$ cat src/rtl/erase_seq_pkg.sv
package erase_seq_pkg;

   typedef enum logic [2:0] {
      ST_IDLE,
      ST_UNLOCK,
      ST_GAP,
      ST_ERASE,
      ST_HVERASE,
      ST_RD_REQ,
      ST_RD_WAIT
   } seq_state_t;

   typedef enum logic [1:0] {
      RES_NONE,
      RES_PASS,
      RES_FAIL,
      RES_ABORT
   } seq_result_t;

   // unlock write pair
   localparam logic [15:0] UNLOCK_ADDR = 16'h5555;
   localparam logic [7:0]  UNLOCK_DATA = 8'hAA;
   localparam logic [15:0] ERASE_ADDR  = 16'h2AAA;
   localparam logic [7:0]  ERASE_DATA  = 8'h10;

   // address pattern applied during the high-voltage entry pulse
   localparam logic [15:0] HV_ADDR     = 16'h0400;

endpackage

$ cat src/rtl/erase_pulse_timer.sv
module erase_pulse_timer #(
   parameter int CW = 8
) (
   input  logic          clk,
   input  logic          rst_n,
   input  logic          load,
   input  logic [CW-1:0] load_val,
   output logic          expired
);

   logic [CW-1:0] cnt_q;

   always_ff @(posedge clk or negedge rst_n) begin
      if (!rst_n)              cnt_q <= '0;
      else if (load)           cnt_q <= load_val;
      else if (cnt_q != '0)    cnt_q <= cnt_q - 1'b1;
   end

   assign expired = (cnt_q == '0);

endmodule

$ cat src/rtl/erase_addr_walker.sv
module erase_addr_walker #(
   parameter int AW   = 16,
   parameter int LAST = 65535
) (
   input  logic          clk,
   input  logic          rst_n,
   input  logic          clr,
   input  logic          step,
   output logic [AW-1:0] addr,
   output logic          at_last
);

   localparam logic [AW-1:0] LAST_A = AW'(LAST);

   logic [AW-1:0] addr_q;

   always_ff @(posedge clk or negedge rst_n) begin
      if (!rst_n)      addr_q <= '0;
      else if (clr)    addr_q <= '0;
      else if (step)   addr_q <= addr_q + 1'b1;
   end

   assign addr    = addr_q;
   assign at_last = (addr_q == LAST_A);

endmodule

$ cat src/rtl/erase_try_counter.sv
module erase_try_counter #(
   parameter int TW    = 5,
   parameter int LIMIT = 20
) (
   input  logic clk,
   input  logic rst_n,
   input  logic clr,
   input  logic inc,
   output logic at_limit
);

   localparam logic [TW-1:0] LAST_TRY = TW'(LIMIT - 1);

   logic [TW-1:0] cnt_q;

   always_ff @(posedge clk or negedge rst_n) begin
      if (!rst_n)     cnt_q <= '0;
      else if (clr)   cnt_q <= '0;
      else if (inc)   cnt_q <= cnt_q + 1'b1;
   end

   // the next failing read is the last one allowed
   assign at_limit = (cnt_q == LAST_TRY);

endmodule

$ cat src/rtl/erase_seq.sv
module erase_seq
   import erase_seq_pkg::*;
#(
   parameter int ADDR_W    = 16,
   parameter int DATA_W    = 8,
   parameter int MEM_BYTES = 65536,
   parameter int CLK_KHZ   = 125000,
   parameter int TIME_DIV  = 1,
   parameter int GAP_CYC   = 2,
   parameter int MAX_TRIES = 20,
   parameter bit ALT_EN    = 1'b1
) (
   input  logic              clk,
   input  logic              rst_n,
   input  logic              start,
   input  logic              alt_mode,
   input  logic              ext_wr,
   output logic              strobe,
   output logic              hv_en,
   output logic              addr_hv,
   output logic [ADDR_W-1:0] bus_addr,
   output logic [DATA_W-1:0] bus_data,
   output logic              rd_req,
   output logic [ADDR_W-1:0] rd_addr,
   input  logic              rd_valid,
   input  logic [DATA_W-1:0] rd_data,
   output logic              busy,
   output logic              lock,
   output logic              pass,
   output logic              fail,
   output logic              abort
);

   localparam int SHORT_CYC = (CLK_KHZ * 50) / (1000 * TIME_DIV);
   localparam int LONG_CYC  = (CLK_KHZ * 100) / TIME_DIV;
   localparam int CW        = $clog2(LONG_CYC + 1);
   localparam int TW        = $clog2(MAX_TRIES + 1);
   localparam int LAST_ADDR = MEM_BYTES - 1;
   localparam logic [DATA_W-1:0] ERASED = {DATA_W{1'b1}};

   // elaboration-time parameter checks
   if (SHORT_CYC < 1) begin : g_bad_short
      $error("erase_seq: SHORT_CYC below one cycle");
   end
   if (GAP_CYC < 1 || GAP_CYC > LONG_CYC) begin : g_bad_gap
      $error("erase_seq: GAP_CYC out of range");
   end
   if (ADDR_W < 15) begin : g_bad_aw
      $error("erase_seq: ADDR_W too narrow for the unlock addresses");
   end
   if (DATA_W < 8) begin : g_bad_dw
      $error("erase_seq: DATA_W below 8");
   end
   if (MEM_BYTES < 2 || MEM_BYTES > (2 ** ADDR_W)) begin : g_bad_mem
      $error("erase_seq: MEM_BYTES does not fit ADDR_W");
   end
   if (MAX_TRIES < 1) begin : g_bad_tries
      $error("erase_seq: MAX_TRIES below one");
   end

   seq_state_t  state_q, state_d;
   seq_result_t res_q, res_d;
   logic        res_set;
   logic        mode_q, mode_d;
   logic        sweep2_q, sweep2_d;
   logic        lock_q, lock_set;
   logic        tmr_load, tmr_exp;
   logic [CW-1:0] tmr_val;
   logic        walk_clr, walk_step, at_last;
   logic        try_clr, try_inc, at_limit;
   logic        go_erase, go_alt;
   logic        alt_ok;
   logic        start_go;

   // alternative entry path is present only when enabled
   if (ALT_EN) begin : g_alt
      assign alt_ok = alt_mode;
   end else begin : g_no_alt
      assign alt_ok = 1'b0 & alt_mode;
   end

   erase_pulse_timer #(.CW(CW)) u_timer (
      .clk      (clk),
      .rst_n    (rst_n),
      .load     (tmr_load),
      .load_val (tmr_val),
      .expired  (tmr_exp)
   );

   erase_addr_walker #(.AW(ADDR_W), .LAST(LAST_ADDR)) u_walker (
      .clk     (clk),
      .rst_n   (rst_n),
      .clr     (walk_clr),
      .step    (walk_step),
      .addr    (rd_addr),
      .at_last (at_last)
   );

   erase_try_counter #(.TW(TW), .LIMIT(MAX_TRIES)) u_tries (
      .clk      (clk),
      .rst_n    (rst_n),
      .clr      (try_clr),
      .inc      (try_inc),
      .at_limit (at_limit)
   );

   assign start_go = (state_q == ST_IDLE) && start;

   always_comb begin
      state_d   = state_q;
      mode_d    = mode_q;
      sweep2_d  = sweep2_q;
      res_d     = RES_NONE;
      res_set   = 1'b0;
      lock_set  = 1'b0;
      tmr_load  = 1'b0;
      tmr_val   = '0;
      walk_clr  = 1'b0;
      walk_step = 1'b0;
      try_clr   = 1'b0;
      try_inc   = 1'b0;
      go_erase  = 1'b0;
      go_alt    = mode_q;

      unique case (state_q)
         ST_IDLE: begin
            if (start) begin
               walk_clr = 1'b1;
               try_clr  = 1'b1;
               sweep2_d = 1'b0;
               mode_d   = alt_ok;
               go_alt   = alt_ok;
               go_erase = 1'b1;
            end
         end
         ST_UNLOCK: begin
            if (tmr_exp) begin
               state_d  = ST_GAP;
               tmr_load = 1'b1;
               tmr_val  = CW'(GAP_CYC - 1);
            end
         end
         ST_GAP: begin
            if (ext_wr) begin
               state_d = ST_IDLE;
               res_set = 1'b1;
               res_d   = RES_ABORT;
            end else if (tmr_exp) begin
               state_d  = ST_ERASE;
               tmr_load = 1'b1;
               tmr_val  = CW'(LONG_CYC - 1);
            end
         end
         ST_ERASE, ST_HVERASE: begin
            if (tmr_exp) begin
               state_d  = ST_RD_REQ;
               lock_set = 1'b1;
            end
         end
         ST_RD_REQ: begin
            state_d = ST_RD_WAIT;
         end
         ST_RD_WAIT: begin
            if (rd_valid) begin
               if (rd_data == ERASED) begin
                  if (!at_last) begin
                     walk_step = 1'b1;
                     state_d   = ST_RD_REQ;
                  end else if (sweep2_q) begin
                     state_d = ST_IDLE;
                     res_set = 1'b1;
                     res_d   = RES_PASS;
                  end else begin
                     sweep2_d = 1'b1;
                     walk_clr = 1'b1;
                     state_d  = ST_RD_REQ;
                  end
               end else if (sweep2_q || at_limit) begin
                  state_d = ST_IDLE;
                  res_set = 1'b1;
                  res_d   = RES_FAIL;
               end else begin
                  try_inc  = 1'b1;
                  go_erase = 1'b1;
               end
            end
         end
         default: state_d = ST_IDLE;
      endcase

      // common erase entry, shared by the first attempt and every retry
      if (go_erase) begin
         tmr_load = 1'b1;
         if (go_alt) begin
            state_d = ST_HVERASE;
            tmr_val = CW'(LONG_CYC - 1);
         end else begin
            state_d = ST_UNLOCK;
            tmr_val = CW'(SHORT_CYC - 1);
         end
      end
   end

   always_ff @(posedge clk or negedge rst_n) begin
      if (!rst_n) begin
         state_q  <= ST_IDLE;
         mode_q   <= 1'b0;
         sweep2_q <= 1'b0;
         res_q    <= RES_NONE;
         lock_q   <= 1'b0;
      end else begin
         state_q  <= state_d;
         mode_q   <= mode_d;
         sweep2_q <= sweep2_d;
         if (start_go)     res_q <= RES_NONE;
         else if (res_set) res_q <= res_d;
         if (lock_set)     lock_q <= 1'b1;
      end
   end

   // outputs decoded from the state register
   always_comb begin
      bus_addr = '0;
      bus_data = '0;
      unique case (state_q)
         ST_UNLOCK: begin
            bus_addr = ADDR_W'(UNLOCK_ADDR);
            bus_data = DATA_W'(UNLOCK_DATA);
         end
         ST_GAP, ST_ERASE: begin
            bus_addr = ADDR_W'(ERASE_ADDR);
            bus_data = (state_q == ST_ERASE) ? DATA_W'(ERASE_DATA) : '0;
         end
         ST_HVERASE: bus_addr = ADDR_W'(HV_ADDR);
         default: ;
      endcase
   end

   assign strobe  = (state_q == ST_UNLOCK) || (state_q == ST_ERASE) ||
                    (state_q == ST_HVERASE);
   assign hv_en   = strobe || (state_q == ST_GAP);
   assign addr_hv = (state_q == ST_HVERASE);
   assign rd_req  = (state_q == ST_RD_REQ);
   assign busy    = (state_q != ST_IDLE);
   assign lock    = lock_q;
   assign pass    = (res_q == RES_PASS);
   assign fail    = (res_q == RES_FAIL);
   assign abort   = (res_q == RES_ABORT);

endmodule

$ cat config.mk
export PLATFORM = sky130hd
export DESIGN_NAME = erase_seq
export DESIGN_NICKNAME = d
export VERILOG_FILES = /design/src/rtl/erase_seq_pkg.sv /design/src/rtl/erase_pulse_timer.sv /design/src/rtl/erase_addr_walker.sv /design/src/rtl/erase_try_counter.sv /design/src/rtl/erase_seq.sv
export SDC_FILE = /design/constraint.sdc
export NUM_CORES = 1
export LEC_CHECK = 0
export ABC_AREA = 0
export ABC_CLOCK_PERIOD_IN_PS = 2800
export BUFFER_PORTS_ARGS = -buffer_cell sky130_fd_sc_hd__buf_4
export CORE_UTILIZATION = 56
export DETAILED_ROUTE_END_ITERATION = 12
export GPL_TIMING_DRIVEN = 0
export PLACE_DENSITY = 0.92
export RECOVER_POWER = 50
export SETUP_SLACK_MARGIN = 0.2
export SLEW_MARGIN = 20
export SYNTH_ARGS = -nofsm -noshare
export SYNTH_HDL_FRONTEND = slang
export SYNTH_SLANG_ARGS = --single-unit
$ cat constraint.sdc
create_clock -name clk -period 2.8 [get_ports clk]
set_clock_uncertainty 0.15 [all_clocks]
set_input_delay 0.56 -clock clk [delete_from_list [all_inputs] [get_ports clk]]
set_output_delay 0.56 -clock clk [all_outputs]
set_load 0.02 [all_outputs]
==> results.sh, run 1 <==
export IMPL_synth_yosys_seq_area_share_pct=38.91
export IMPL_mostFrequentLayoutCell="buf_4"
export IMPL_dieHeight_microns=80.02
export IMPL_vias_per_cell=6.489
export IMPL_vias=3465
export IMPL_cts_buffers=5
export IMPL_async_reset_ff_share_pct=100.0
export IMPL_tightest_slew_ns=1.319
export IMPL_max_cap_violations=0
export IMPL_setup_viol=0
export IMPL_fin_cells=534
export IMPL_clock_sinks=53
export IMPL_min_period_over_period_pct=92.73
export IMPL_cts_hold_buf=0
export IMPL_post_dp_hpwl_microns=6215
export IMPL_drive_gt1_share_pct=27.67
export IMPL_die_w_microns=80.02
export IMPL_hp_class="reg -> reg"
export IMPL_ys_flop_type="dfrtp_1"
export IMPL_cp_max_fo=4
export IMPL_rows=28
export IMPL_cts_tree="yes"
export IMPL_ctsHtreeMaxLevel=2
export IMPL_slew_violations=0
export IMPL_antenna_found_initial=0
export IMPL_worstSetupStartpoint="u_timer.cnt_q[18]"
export IMPL_synth_distinct_cells=65
export IMPL_cts_root_buf="clkbuf_8"
export IMPL_yosys_top_cells_area="dfrtp_1 (39%), xnor2_1 (4.9%), buf_4 (4.4%)"
export IMPL_clockBufferDepth=2
export IMPL_endpoint_kind="register"
export IMPL_mostFrequentLayoutCells="buf_4 (74), dfrtp_1 (53), nor2_1 (33)"
export IMPL_slowest_delay_ns=0.58
export IMPL_nNetsFinal=476
export IMPL_grt_ovfl_total=0
export IMPL_synth_edff_count=0
export IMPL_drt_iter0_markers=369
export IMPL_synth_seq_cells=53
export IMPL_clk_latency_ns=0.32
export IMPL_portBuffers=58
export IMPL_crit_path_top_delay_cell="or4_4"
export IMPL_yosys_area_top_type="dfrtp_1"
export IMPL_ios=63
export IMPL_start_kind="register"
export IMPL_grt_use_total_pct=28.88
export IMPL_start_util_pct=57.91
export IMPL_area_growth_pct=24.78
export IMPL_slew_limit_headroom_pct=12.08
export IMPL_cp_arrival_ns=2.65
export IMPL_whs_ns=0.3298
export IMPL_yosysWarnings=0
export IMPL_tns_ns=0
export IMPL_grt_pass1_vias=3081
export IMPL_yosys_area_top_type_share_pct=38.91
export IMPL_p_leak_nw=1.861
export IMPL_reg2reg_from="u_timer.cnt_q[18]"
export IMPL_ant_nets=0
export IMPL_die_area_sq_mm=0.006402
export IMPL_antenna_cells=0
export IMPL_outcome="finished clean"
export IMPL_finalCriticalPeriod_ns=2.596
export IMPL_cp_common_cell="buf_4"
export IMPL_syn_area_sq_mm=0.003408
export IMPL_syn_area_per_cell_sq_um=9.137
export IMPL_synth_cells=373
export IMPL_crit_required_ns=2.86
export IMPL_wl_per_cell_microns=18.83
export IMPL_grt_max_degree=54
export IMPL_grt_first_pass_wirelength_microns=14420
export IMPL_core_area_sq_mm=0.005886
export IMPL_drt_wl_total_microns=10050
export IMPL_rsz0062_at_grt="true"
export IMPL_drc=0
export IMPL_power_density_mw_per_mm2=900.1
export IMPL_drt_pass1_iterations=5
export IMPL_place_congestion=0.9072
export IMPL_ir_drop_mv=0.5921
export IMPL_fmax_mhz=385.2
export IMPL_hold_viol_final=0
export IMPL_hold_start="lock"
export IMPL_worst_setup_path_type="reg -> reg"
export IMPL_path_cells="or4_4 -> buf_4 -> buf_4 -> or3_2 -> a2111oi_1 -> xnor2_1 -> nor2_1"
export IMPL_dp_cells=509
export IMPL_path_clk_slew_ns=0.10
[sequential cells by signal (all words and copies together) (netlist names)]
register / cells
state_q: 3
u_walker.addr: 16
res_q: 2
lock: 1
mode_q: 1
u_timer.cnt_q: 24
u_tries.cnt_q: 5
sweep2_q: 1
[where the power goes]
| group | internal (mW) | switching, mW |
|---|---|---|
| clock | 0.268 | 0.283 |
| sequential | 0.952 | 0.239 |
| combinational | 0.946 | 1.14 |
| total | 2.17 | 1.66 |
[kinds of logic after synthesis]
logic type	share of synthesized area [%]
simple gates	28.49
xor+xnor	7.195
mux	1.542
compound gates	13.99
buf+inv	8.296
flops	38.91
fa+ha+maj	1.468
other cells	0.1100
[repair_timing]
action,CTS,global route
gates resized for setup,9,24
pin swaps,1,4
cloned,0,1
setup buffers,1,15
endpoints found under the setup margin,42,46
[worst max-delay path: cells and delay by family, from the launching register on]
kind	cells	cell delay, ns
xor gates and xnor gates	1	0.19
AOI/OAI and AO/OA	1	0.39
and+or+nand+nor	3	1.04
DFF	1	0.42
buffers and inverters	2	0.30
[synth_stat cells (3+ instances only)]
library cell,instances
dfrtp_1,53
nor2_1,33
nand2_1,24
buf_4,20
nand3_1,20
xnor2_1,19
nor4_1,18
a21oi_1,17
clkbuf_1,14
nand4_1,12
o21ai_0,11
inv_1,10
xor2_1,9
o211ai_1,7
and4_1,6
nor3_1,6
a211oi_1,5
o31a_1,5
or4_1,5
ha_1,4
nand4b_1,4
or2_2,4
and3_1,3
mux2i_1,3
nor2_2,3
nor2b_1,3
o2111ai_1,3
or3_1,3
[layout make-up]
cell class | instances | area [sq um]
inverter | 10 | 41.29
fill | 398 | 1633
multi-input combinational | 275 | 1906
tap | 75 | 93.84
clock buffer | 5 | 68.82
timing repair buffer | 75 | 506.7
clock inverter | 3 | 46.29
sequential | 53 | 1326
buffer | 38 | 264.0
[layer usage]
layer / GRT usage (%) / wire length [microns]
met1: 36.25 / 3937
met2: 49.74 / 5065
met3: 4.686 / 762
met4: 10.71 / 287
met5: 0 / 0
[final timing paths]
kind,slack [ns],to,cells after the start
max in group asynchronous,1.33,u_timer.cnt_q[23],1
worst min register to register,0.33,lock,1
worst min-delay path,0.33,lock,1
worst max register to register,0.20,u_timer.cnt_q[22],7
worst max-delay path,0.20,u_timer.cnt_q[22],7
min in group asynchronous,0.36,u_walker.addr[8],1
[stage by stage]
| step | setup slack (ns) | total power, mW | area, sq um | util (%) |
|---|---|---|---|---|
| floorplan | 0.2672 | 2.426 | 3420 | - |
| global placement | -0.1737 | 2.923 | 3949 | 67.09 |
| detailed placement | -0.1682 | 3.000 | 3949 | 67.09 |
| CTS | 0.1617 | 3.593 | 4126 | 70.11 |
| global route | 0.1061 | 4.033 | 4253 | 72.26 |
| finish | 0.2037 | 3.828 | 4253 | 72.26 |
Note: power is estimated with default switching activity, not from simulation.
==> run 2: changes to the inputs <==
Settings changed: SYNTH_HIERARCHICAL set to 1.
==> run 2 against run 1 <==
Compared with the run above:
- fmax fell by 2.9%
- sequential power rose by 5%
- combinational power rose by 11%
- clock power fell by 18%
- largest power group unchanged
==> results.sh, run 2 <==
export IMPL_outcome="finished clean"
export IMPL_clkPwrFrac_pct=11.2
export IMPL_synth_distinct_cells=76
export IMPL_grt_use_total_pct=27.64
export IMPL_grt_use_met3_pct=4.270
export IMPL_synth_edff_count=0
export IMPL_cts_tree="yes"
export IMPL_setup_viol=0
export IMPL_p_int_mw=2.216
export IMPL_synthTopCellsByCount="dfrtp_1 (53), nand2_1 (40), nor2_1 (40), buf_4 (24), o21ai_0 (24)"
export IMPL_yosysWarnings=6
export IMPL_busiest_layer="met2"
export IMPL_rows=28
export IMPL_grt_first_pass_wirelength_microns=13970
export IMPL_antenna_cells=0
export IMPL_ir_drop_mv=0.5982
export IMPL_antenna_found_initial=0
export IMPL_p_sw_share_pct=44.77
export IMPL_grt_max_degree=54
export IMPL_ctsHtreeMaxLevel=2
export IMPL_grtUsageMet1_pct=34.51
export IMPL_synthMuxAreaShare_pct=5.361
export IMPL_die_w_microns=81.07
export IMPL_synth_seq_cells=53
export IMPL_area_growth_pct=22.80
export IMPL_start_util_pct=58.44
export IMPL_largest_register="u_timer/cnt_q"
export IMPL_p_leak_nw=1.949
export IMPL_yosys_top_cells_area="dfrtp_1 (38%), buf_4 (5.1%), nand2_1 (4.3%)"
export IMPL_cts_buffers=5
export IMPL_drt_iter0_markers=230
export IMPL_ant_nets=0
export IMPL_synth_yosys_seq_area_share_pct=37.88
export IMPL_mostFrequentLayoutCells="buf_4 (75), dfrtp_1 (49), nand2_1 (40)"
export IMPL_yosys_area_top_type="dfrtp_1"
export IMPL_comb_power_share_pct=57.5
export IMPL_tightest_slew_ns=1.290
export IMPL_pwr_share_seq_pct=31.2
export IMPL_drt_pass1_iterations=5
export IMPL_path_cells="and4_2 -> nand4_1 -> nor3_4 -> nand2_1 -> o21ai_2 -> clkbuf_8 -> o211ai_4 -> or3_1 -> or3_1 -> a21oi_1"
export IMPL_ys_flop_type="dfrtp_1"
export IMPL_post_dp_hpwl_microns=5786
export IMPL_wl_per_cell_microns=15.77
export IMPL_rsz0062_at_grt="true"
export IMPL_ios=63
export IMPL_grt_ovfl_total=0
export IMPL_clock_sinks=53
export IMPL_synth_top_family_by_area="simple AND/OR/NAND/NOR gates"
export IMPL_cts_root_buf="clkbuf_8"
export IMPL_dp_cells=524
export IMPL_path_clk_slew_ns=0.10
export IMPL_min_period_over_period_pct=95.51
export IMPL_nNetsFinal=487
export IMPL_fmax_mhz=374.0
export IMPL_crit_path_top_delay_cell="dfrtp_2"
export IMPL_hp_class="reg -> reg"
export IMPL_drt_wl_total_microns=8596
export IMPL_core_area_sq_mm=0.005991
export IMPL_start_kind="register"
export IMPL_largest_reg_flops=24
export IMPL_fin_cells=545
export IMPL_reg2reg_slack_ns=0.13
export IMPL_place_congestion=0.9009
export IMPL_syn_area_sq_mm=0.003501
export IMPL_slew_limit_headroom_pct=14.02
export IMPL_cp_common_cell="or3_1"
export IMPL_mostFrequentLayoutCell="buf_4"
export IMPL_synth_compound_area_share_pct=12.62
export IMPL_synth_fa_ha_area_share_pct=1.430
export IMPL_dieHeight_microns=81.07
export IMPL_max_cap_violations=0
export IMPL_clk_latency_ns=0.31
export IMPL_power_density_mw_per_mm2=933.4
export IMPL_drc=0
export IMPL_vias=3144
export IMPL_synthMostInstantiatedCell="dfrtp_1"
export IMPL_hold_viol_final=0
export IMPL_async_reset_ff_share_pct=100.0
export IMPL_synth_xor_area_share_pct=7.255
export IMPL_grt_pass1_vias=2981
export IMPL_vias_per_cell=5.769
export IMPL_endpoint_kind="register"
export IMPL_met2_usage_pct=48.32
export IMPL_yosys_area_share_simple_pct=26.38
export IMPL_cp_arrival_ns=2.77
export IMPL_switchingPower_mw=1.797
export IMPL_portBuffers=58
export IMPL_clockBufferDepth=2
export IMPL_finalCriticalPeriod_ns=2.674
export IMPL_die_area_sq_mm=0.006572
export IMPL_slew_violations=0
export IMPL_syn_area_per_cell_sq_um=9.165
export IMPL_whs_ns=0.3403
export IMPL_crit_required_ns=2.90
export IMPL_slowest_delay_ns=0.37
export IMPL_yosys_area_top_type_share_pct=37.88
export IMPL_synth_cells=382
export IMPL_drive_gt1_share_pct=30.21
export IMPL_cp_max_fo=6
export IMPL_worst_setup_path_type="reg -> reg"
run 2: cell count changes after synthesis, moves of 6 or more:
cell / delta
clkbuf_1: -7
nand3_1: -13
o31ai_1: +7
a21oi_1: -7
nor4_1: -12
nand2_1: +16
nand4_1: -6
o21ai_0: +13
mux2i_1: +6
nor3_1: +7
o211ai_1: -6
nor2_1: +7
run 2: power groups by stage:
stage | clock network (mW) | logic, mW | registers (mW)
after CTS | 0.458 | 2.24 | 1.22
after global placement | 0 | 2.09 | 1.21
after floorplan | 0 | 1.57 | 1.18
after detailed placement | 0 | 2.18 | 1.23
final | 0.451 | 2.31 | 1.25
after global routing | 0.482 | 2.48 | 1.28
run 2: worst max-delay path: cells and delay by family, from the launching register on:
| kind | cells | cell delay, ns |
|---|---|---|
| DFF | 1 | 0.37 |
| buffers and inverters | 1 | 0.19 |
| AOI/OAI and AO/OA | 3 | 0.43 |
| and+or+nand+nor | 6 | 1.46 |
run 2: timing repair:
item	in CTS	in global routing
setup buffers	12	1
gates cloned	0	0
resized for setup	13	14
pin swaps	6	2
setup endpoints to repair	38	37
hold buffers	0	0
run 2: metal layers:
layer,up-vias,routed length (microns)
met4,0,142
met3,20,406
li1,1495,-
met5,-,0
met2,120,4539
met1,1509,3507
run 2: layout make-up:
type                            instances  area [sq um]
Multi-Input combinational cell        288          1999
Fill cell                             426          1692
Sequential cell                        53          1331
Timing Repair Buffer                   71         459.2
Buffer                                 37         275.3
Tap cell                               75         93.84
Clock buffer                            5         68.82
Inverter                               13         50.05
Clock inverter                          3         21.27
run 2: worst paths after layout:
check | cells after the start | end | from
worst min-delay path | 1 | lock | lock
worst min register to register | 1 | lock | lock
max in group asynchronous | 1 | u_walker/addr[10] | rst_n
worst max register to register | 10 | u_walker/addr[15] | u_walker/addr[9]
min in group asynchronous | 1 | u_timer/cnt_q[7] | rst_n
worst max-delay path | 10 | u_walker/addr[15] | u_walker/addr[9]
run 2: stage by stage:
stage	area, sq um	setup slack (ns)	utilization [%]	total power [mW]	TNS, ns
3_5_place_dp	4076	-0.3819	68.05	3.407	-6.148
3_3_place_gp	4076	-0.2898	68.05	3.299	-3.813
2_1_floorplan	3547	0.1654	-	2.748	0
5_1_grt	4299	0.01571	71.76	4.237	0
4_1_cts	4309	0.2186	71.93	3.921	0
6_report	4299	0.1258	71.76	4.013	0
run 2: kinds of logic after synthesis:
group,Yosys count
and+or+nand+nor,162
other,1
xor gates and xnor gates,29
buffers and inverters,50
DFF,53
adders and majority gates,4
AOI/OAI and AO/OA,66
muxes,17
